==> config.mk <==
export PLATFORM = sky130hd
export DESIGN_NAME = chain_seu_monitor
export DESIGN_NICKNAME = d
export VERILOG_FILES = /design/src/rtl/chain_mon_pkg.sv /design/src/rtl/chain_mon_sampler.sv /design/src/rtl/chain_mon_run_tracker.sv /design/src/rtl/chain_mon_sat_ctr.sv /design/src/rtl/chain_seu_monitor.sv
export SDC_FILE = /design/constraint.sdc
export NUM_CORES = 1
export LEC_CHECK = 0
export BUFFER_PORTS_ARGS = -buffer_cell sky130_fd_sc_hd__buf_2
export CAP_MARGIN = 10
export CORE_ASPECT_RATIO = 0.75
export CORE_MARGIN = 5
export CORE_UTILIZATION = 27
export DETAILED_ROUTE_END_ITERATION = 6
export SYNTH_ARGS = -nofsm -noshare
export SYNTH_HDL_FRONTEND = slang
export SYNTH_SLANG_ARGS = --single-unit
==> constraint.sdc <==
create_clock -name clk_i -period 1.8 [get_ports clk_i]
set_input_delay 0.36 -clock clk_i [delete_from_list [all_inputs] [get_ports clk_i]]
set_output_delay 0.36 -clock clk_i [all_outputs]
set_load 0.05 [all_outputs]
==> src/rtl/chain_mon_pkg.sv <==
package chain_mon_pkg;

  // Outcome of one clock of the sampler: whether a check happens and its verdict.
  typedef struct packed {
    logic strobe;
    logic faulty;
  } check_t;

endpackage

==> src/rtl/chain_mon_sampler.sv <==
module chain_mon_sampler
  import chain_mon_pkg::*;
#(
  parameter int GROUP_W    = 4,
  parameter int STROBE_DIV = 8
) (
  input  logic   clk_i,
  input  logic   rst_ni,
  input  logic   en_i,
  input  logic   bit_i,
  output check_t chk_o
);

  localparam int CNT_W = (STROBE_DIV > 1) ? $clog2(STROBE_DIV) : 1;
  localparam logic [CNT_W-1:0] LAST = CNT_W'(STROBE_DIV - 1);

  logic [CNT_W-1:0]   div_q, div_d;
  logic [GROUP_W-1:0] grp_q, grp_d;
  logic [GROUP_W-2:0] pair_same;

  // One flag per neighbouring pair, set when the two bits match.
  for (genvar i = 0; i < GROUP_W - 1; i++) begin : g_pair
    assign pair_same[i] = ~(grp_q[i] ^ grp_q[i+1]);
  end

  always_comb begin
    chk_o.strobe = en_i && (div_q == LAST);
    chk_o.faulty = chk_o.strobe && (|pair_same);
  end

  always_comb begin
    div_d = div_q;
    grp_d = grp_q;
    if (!en_i) begin
      div_d = '0;
    end else begin
      div_d = (div_q == LAST) ? '0 : div_q + 1'b1;
      grp_d = {grp_q[GROUP_W-2:0], bit_i};
    end
  end

  always_ff @(posedge clk_i or negedge rst_ni) begin
    if (!rst_ni) begin
      div_q <= '0;
      grp_q <= '0;
    end else begin
      div_q <= div_d;
      grp_q <= grp_d;
    end
  end

  AST_DIV_RESTART: assert property (@(posedge clk_i) disable iff (!rst_ni)
    !en_i |=> (div_q == '0)) else $error("divider not restarted");

  AST_GROUP_HOLD: assert property (@(posedge clk_i) disable iff (!rst_ni)
    !en_i |=> $stable(grp_q)) else $error("group moved while idle");

endmodule

==> src/rtl/chain_mon_run_tracker.sv <==
module chain_mon_run_tracker #(
  parameter int RUN_LEN = 500
) (
  input  logic clk_i,
  input  logic rst_ni,
  input  logic strobe_i,
  input  logic faulty_i,
  output logic event_o
);

  localparam int RUN_W = (RUN_LEN > 1) ? $clog2(RUN_LEN) : 1;
  localparam logic [RUN_W-1:0] RUN_LAST = RUN_W'(RUN_LEN - 1);

  logic [RUN_W-1:0] run_q, run_d;

  always_comb begin
    event_o = strobe_i && faulty_i && (run_q == RUN_LAST);
    run_d   = run_q;
    if (strobe_i) begin
      if (!faulty_i || event_o) run_d = '0;
      else                      run_d = run_q + 1'b1;
    end
  end

  always_ff @(posedge clk_i or negedge rst_ni) begin
    if (!rst_ni) run_q <= '0;
    else         run_q <= run_d;
  end

  AST_RUN_BOUND: assert property (@(posedge clk_i) disable iff (!rst_ni)
    run_q <= RUN_LAST) else $error("run counter out of range");

  AST_RUN_CLEAR: assert property (@(posedge clk_i) disable iff (!rst_ni)
    strobe_i && !faulty_i |=> run_q == '0) else $error("clean check kept run");

  AST_RUN_IDLE: assert property (@(posedge clk_i) disable iff (!rst_ni)
    !strobe_i |=> $stable(run_q)) else $error("run moved without check");

endmodule

==> src/rtl/chain_mon_sat_ctr.sv <==
module chain_mon_sat_ctr #(
  parameter int W = 16
) (
  input  logic         clk_i,
  input  logic         rst_ni,
  input  logic         inc_i,
  output logic [W-1:0] cnt_o
);

  logic [W-1:0] cnt_q, cnt_d;
  logic         full;

  always_comb begin
    full  = &cnt_q;
    cnt_d = cnt_q;
    if (inc_i && !full) cnt_d = cnt_q + 1'b1;
  end

  always_ff @(posedge clk_i or negedge rst_ni) begin
    if (!rst_ni) cnt_q <= '0;
    else         cnt_q <= cnt_d;
  end

  assign cnt_o = cnt_q;

  AST_NO_WRAP: assert property (@(posedge clk_i) disable iff (!rst_ni)
    (&cnt_q) |=> (&cnt_q)) else $error("counter wrapped");

  AST_HOLD_NO_INC: assert property (@(posedge clk_i) disable iff (!rst_ni)
    !inc_i |=> $stable(cnt_q)) else $error("counter moved without increment");

endmodule

==> src/rtl/chain_seu_monitor.sv <==
module chain_seu_monitor
  import chain_mon_pkg::*;
#(
  parameter int GROUP_W    = 4,
  parameter int STROBE_DIV = 8,
  parameter int SEFI_RUN   = 500,
  parameter int UPSET_W    = 16,
  parameter int SEFI_W     = 8
) (
  input  logic               clk_i,
  input  logic               rst_ni,
  input  logic               chain_bit_i,
  input  logic               enable_i,
  output logic [UPSET_W-1:0] upset_cnt_o,
  output logic [SEFI_W-1:0]  sefi_cnt_o,
  output logic               err_pulse_o
);

  // Reset: asserted asynchronously, released after two clock edges.
  logic [1:0] rst_sync_q;
  logic       rst_n;

  always_ff @(posedge clk_i or negedge rst_ni) begin
    if (!rst_ni) rst_sync_q <= '0;
    else         rst_sync_q <= {rst_sync_q[0], 1'b1};
  end
  assign rst_n = rst_sync_q[1];

  check_t chk;
  logic   sefi_evt;
  logic   err_q, err_d;

  chain_mon_sampler #(
    .GROUP_W   (GROUP_W),
    .STROBE_DIV(STROBE_DIV)
  ) sampler_i (
    .clk_i (clk_i),
    .rst_ni(rst_n),
    .en_i  (enable_i),
    .bit_i (chain_bit_i),
    .chk_o (chk)
  );

  chain_mon_run_tracker #(
    .RUN_LEN(SEFI_RUN)
  ) run_i (
    .clk_i   (clk_i),
    .rst_ni  (rst_n),
    .strobe_i(chk.strobe),
    .faulty_i(chk.faulty),
    .event_o (sefi_evt)
  );

  chain_mon_sat_ctr #(.W(UPSET_W)) upset_ctr_i (
    .clk_i (clk_i),
    .rst_ni(rst_n),
    .inc_i (chk.faulty),
    .cnt_o (upset_cnt_o)
  );

  chain_mon_sat_ctr #(.W(SEFI_W)) sefi_ctr_i (
    .clk_i (clk_i),
    .rst_ni(rst_n),
    .inc_i (sefi_evt),
    .cnt_o (sefi_cnt_o)
  );

  always_comb err_d = chk.faulty;

  always_ff @(posedge clk_i or negedge rst_n) begin
    if (!rst_n) err_q <= 1'b0;
    else        err_q <= err_d;
  end

  assign err_pulse_o = err_q;

  AST_PULSE_AFTER_CHECK: assert property (@(posedge clk_i) disable iff (!rst_n)
    err_q |-> $past(chk.strobe)) else $error("pulse without check");

  AST_PULSE_SINGLE: assert property (@(posedge clk_i) disable iff (!rst_n)
    err_q |=> !err_q) else $error("pulse longer than one cycle");

  AST_IDLE_QUIET: assert property (@(posedge clk_i) disable iff (!rst_n)
    !enable_i |=> !err_q) else $error("pulse while disabled");

  AST_SEFI_ONLY_ON_ERR: assert property (@(posedge clk_i) disable iff (!rst_n)
    !err_d |=> $stable(sefi_cnt_o)) else $error("event count moved on clean cycle");

endmodule

==> results.ini <==
[sta]
finalHoldViolCount=0
worstMarginPinSlew_ps=534.7
finalSetupViolCount=13
fin_crit_sh_pct=106.1
layout_setup_ws_ps=-110.0
relSlewSlack_pct=64.35
fmax_mhz=523.6
period_needed_ps=1910
rsz0062_at_grt=yes
drv_slew=0
finClkSkew_ps=12.39

[global_route]
gr-usage-all-layers_pct=10.37
grt_pass1_wl_um=7769
antenna_found_initial=0
globalRouteOverflowTotal=0
grt_pass1_vias=1658
grt_max_degree=42

[critical_path]
end_kind=flop
cp.arrival_ps=2090
crit_required_ps=1980
crit_fanout=4
worstSetupPathType=reg -> reg
startpoint_type=flop

[clock_tree]
cts_tree=yes
clockBufferDepth=2
numCtsBuffers=5
path_clk_slew_ps=80
cts_htree_levels=2
root_buffer=clkbuf_8
cts_sinks=43
clock_latency_ps=300

[worst_hold_path]
hp-class=in -> reg

[synthesis]
synth_area_mm2=0.002009
synth_top_area_share_pct=53.55
ys_ff_latch=43
ys_seq_area_share_pct=53.55
avgSynthCellArea_um2=11.29
syn_nets=187
syn_inst=178
synth_top_area_cell=dfrtp_1
synthTopCellsByArea=dfrtp_1 54%, xor2_1 6.1%, xnor2_1 3.5%
yosysWarnings=0
ys_types=38

[routing]
num_vias=1577
drtPass1Iterations=4
viasPerCell=4.519
ant_nets=0
drc=0
drt_wl_total_um=4564
wl_per_cell_um=13.08
drtIter0Drc=58

[cells_and_area]
diodes=0
stdcell_area_mm2=0.002855
nNetsFinal=256
syn_to_final_growth_pct=42.09
fill_cells=729
drive_above_1_share_pct=49.19

[power_and_ir_drop]
powerDensity_mw_per_mm2=674.8
total_power_w=0.001927
peakVddDrop_v=0.0003282
leakagePower_nw=1.370

[die]
ioPinCount=29
die_w_um=109.6
rows=27
core_area_mm2=0.007297
start_util_pct=27.54
die_y_um=84.71
fp.dieArea_mm2=0.009285

[placed_design]
placed_cell_area_mm2=0.002580
hpwl_um=3133
gp_congestion=0.7454
portBuffers=28

[status]
outcome=complete, but fails checks
violations=setup timing

[job]
max_cap_violations=0

-- cell type report --
cell class                 count  area, um^2  share of cell area [%]
clock inverter                 2       35.03                   1.227
timing repair buffer          62       414.1                   14.50
multi-input combinational    130        1080                   37.82
sequential                    43        1097                   38.43
inverter                       5       20.02                  0.7011
tap                          101       126.4                   4.426
clock buffer                   6       82.58                   2.892
-- registers in the layout, summed over array words and instances (netlist names) --
signal / cells
sefi_ctr_i.cnt_o: 8
sampler_i.div_q: 3
sampler_i.grp_q: 4
upset_ctr_i.cnt_o: 16
err_pulse_o: 1
run_i.run_q: 9
rst_sync_q: 2
-- stage by stage --
stage	hold slack, ps	setup TNS (ps)	cells	setup WS (ps)	util (%)
after floorplan	64.41	-1785	178	-247.9	-
after global placement	148.2	-546.7	334	-136.9	35.36
after detailed placement	149.4	-1325	334	-202.1	35.36
after CTS	286.1	-1127	347	-148.9	37.86
after global routing	299.9	-2403	349	-200.3	39.13
final	293.7	-901.3	349	-110.0	39.13
-- report_power, final --
part           total, W  internal (W)  switching [W]  leakage, nW
Sequential      0.00102      0.000997      0.0000262        0.556
Combinational  0.000122     0.0000583      0.0000633        0.753
Clock          0.000782      0.000449       0.000333       0.0612
Total           0.00193       0.00150       0.000422         1.37
-- routing by layer --
| layer | up-vias | GRT usage (%) | share of wire (%) |
|---|---|---|---|
| met5 | - | 0 | 0 |
| met3 | 3 | 3.382 | 4.9 |
| met2 | 32 | 15.29 | 44 |
| li1 | 768 | - | - |
| met1 | 774 | 14.82 | 50 |
| met4 | 0 | 2.152 | 0.53 |
-- repair_timing --
item                                    CTS  global route
hold buffers                              1             0
pin swaps                                10            16
endpoints found under the setup margin   24            28
gates cloned                              2             0
resized for setup                         5            14
endpoints found under the hold margin     2             0
setup buffers                             2             2
-- synth_stat cells, drive strengths merged --
master	n
dfrtp	43
nand2	18
nor2	14
xor2	14
nand3	11
nor3	8
xnor2	8
nand4	7
a31oi	6
mux2	6
ha	5
o21ai	5
or3	5
inv	4
nor4	4
a21oi	3
a22o	2
and2	2
buf	2
nor4bb	2
or2	2
and3	1
and3b	1
clkinv	1
conb	1
nor3b	1
o31ai	1
or4b	1
-- worst max-delay path, cell delays in order (launching register included) --
cell,delay (ps)
dfrtp_1,390
ha_4,150
ha_4,140
nand2_4,40
or3_4,360
buf_6,150
nor4_4,260
nand4_1,150
xnor2_1,150
-- kinds of logic (layout without fill, tap and decap cells) --
| logic type | after synthesis | count (layout) | synth area share (%) |
|---|---|---|---|
| compound gates | 17 | 18 | 5.293 |
| xor+xnor | 22 | 22 | 9.589 |
| fa+ha+maj | 5 | 5 | 3.113 |
| buf+inv | 7 | 75 | 1.930 |
| flops | 43 | 43 | 53.55 |
| mux | 6 | 6 | 3.362 |
| other cells | 1 | 1 | 0.1866 |
| simple gates | 77 | 78 | 22.98 |
-- cells in the final DEF (no fill, tap or decap), types with 4 or more instances in the layout --
| cell | count |
|---|---|
| nor2_4 | 5 |
| clkbuf_8 | 6 |
| buf_2 | 28 |
| dfrtp_2 | 17 |
| nand3_1 | 9 |
| inv_1 | 4 |
| xnor2_1 | 8 |
| nand4_1 | 7 |
| xor2_1 | 14 |
| nor3_4 | 4 |
| a31oi_1 | 6 |
| buf_4 | 31 |
| nor2_1 | 10 |
| nand2_1 | 17 |
| mux2_2 | 5 |
| dfrtp_1 | 26 |
-- path summary, 6_finish.rpt --
kind / start / endpoint / slack [ps] / depth (start not counted)
min in group asynchronous: rst_sync_q[1] / sampler_i.div_q[2] / 310 / 1
worst min register to register: rst_sync_q[1] / sampler_i.div_q[2] / 310 / 1
worst max register to register: sampler_i.div_q[0] / upset_ctr_i.cnt_o[14] / -110 / 8
worst min-delay path: chain_bit_i / sampler_i.grp_q[0] / 290 / 2
max in group asynchronous: rst_sync_q[1] / upset_ctr_i.cnt_o[9] / 1100 / 1
worst max-delay path: sampler_i.div_q[0] / upset_ctr_i.cnt_o[14] / -110 / 8
Power figures use the tool's default switching activity.
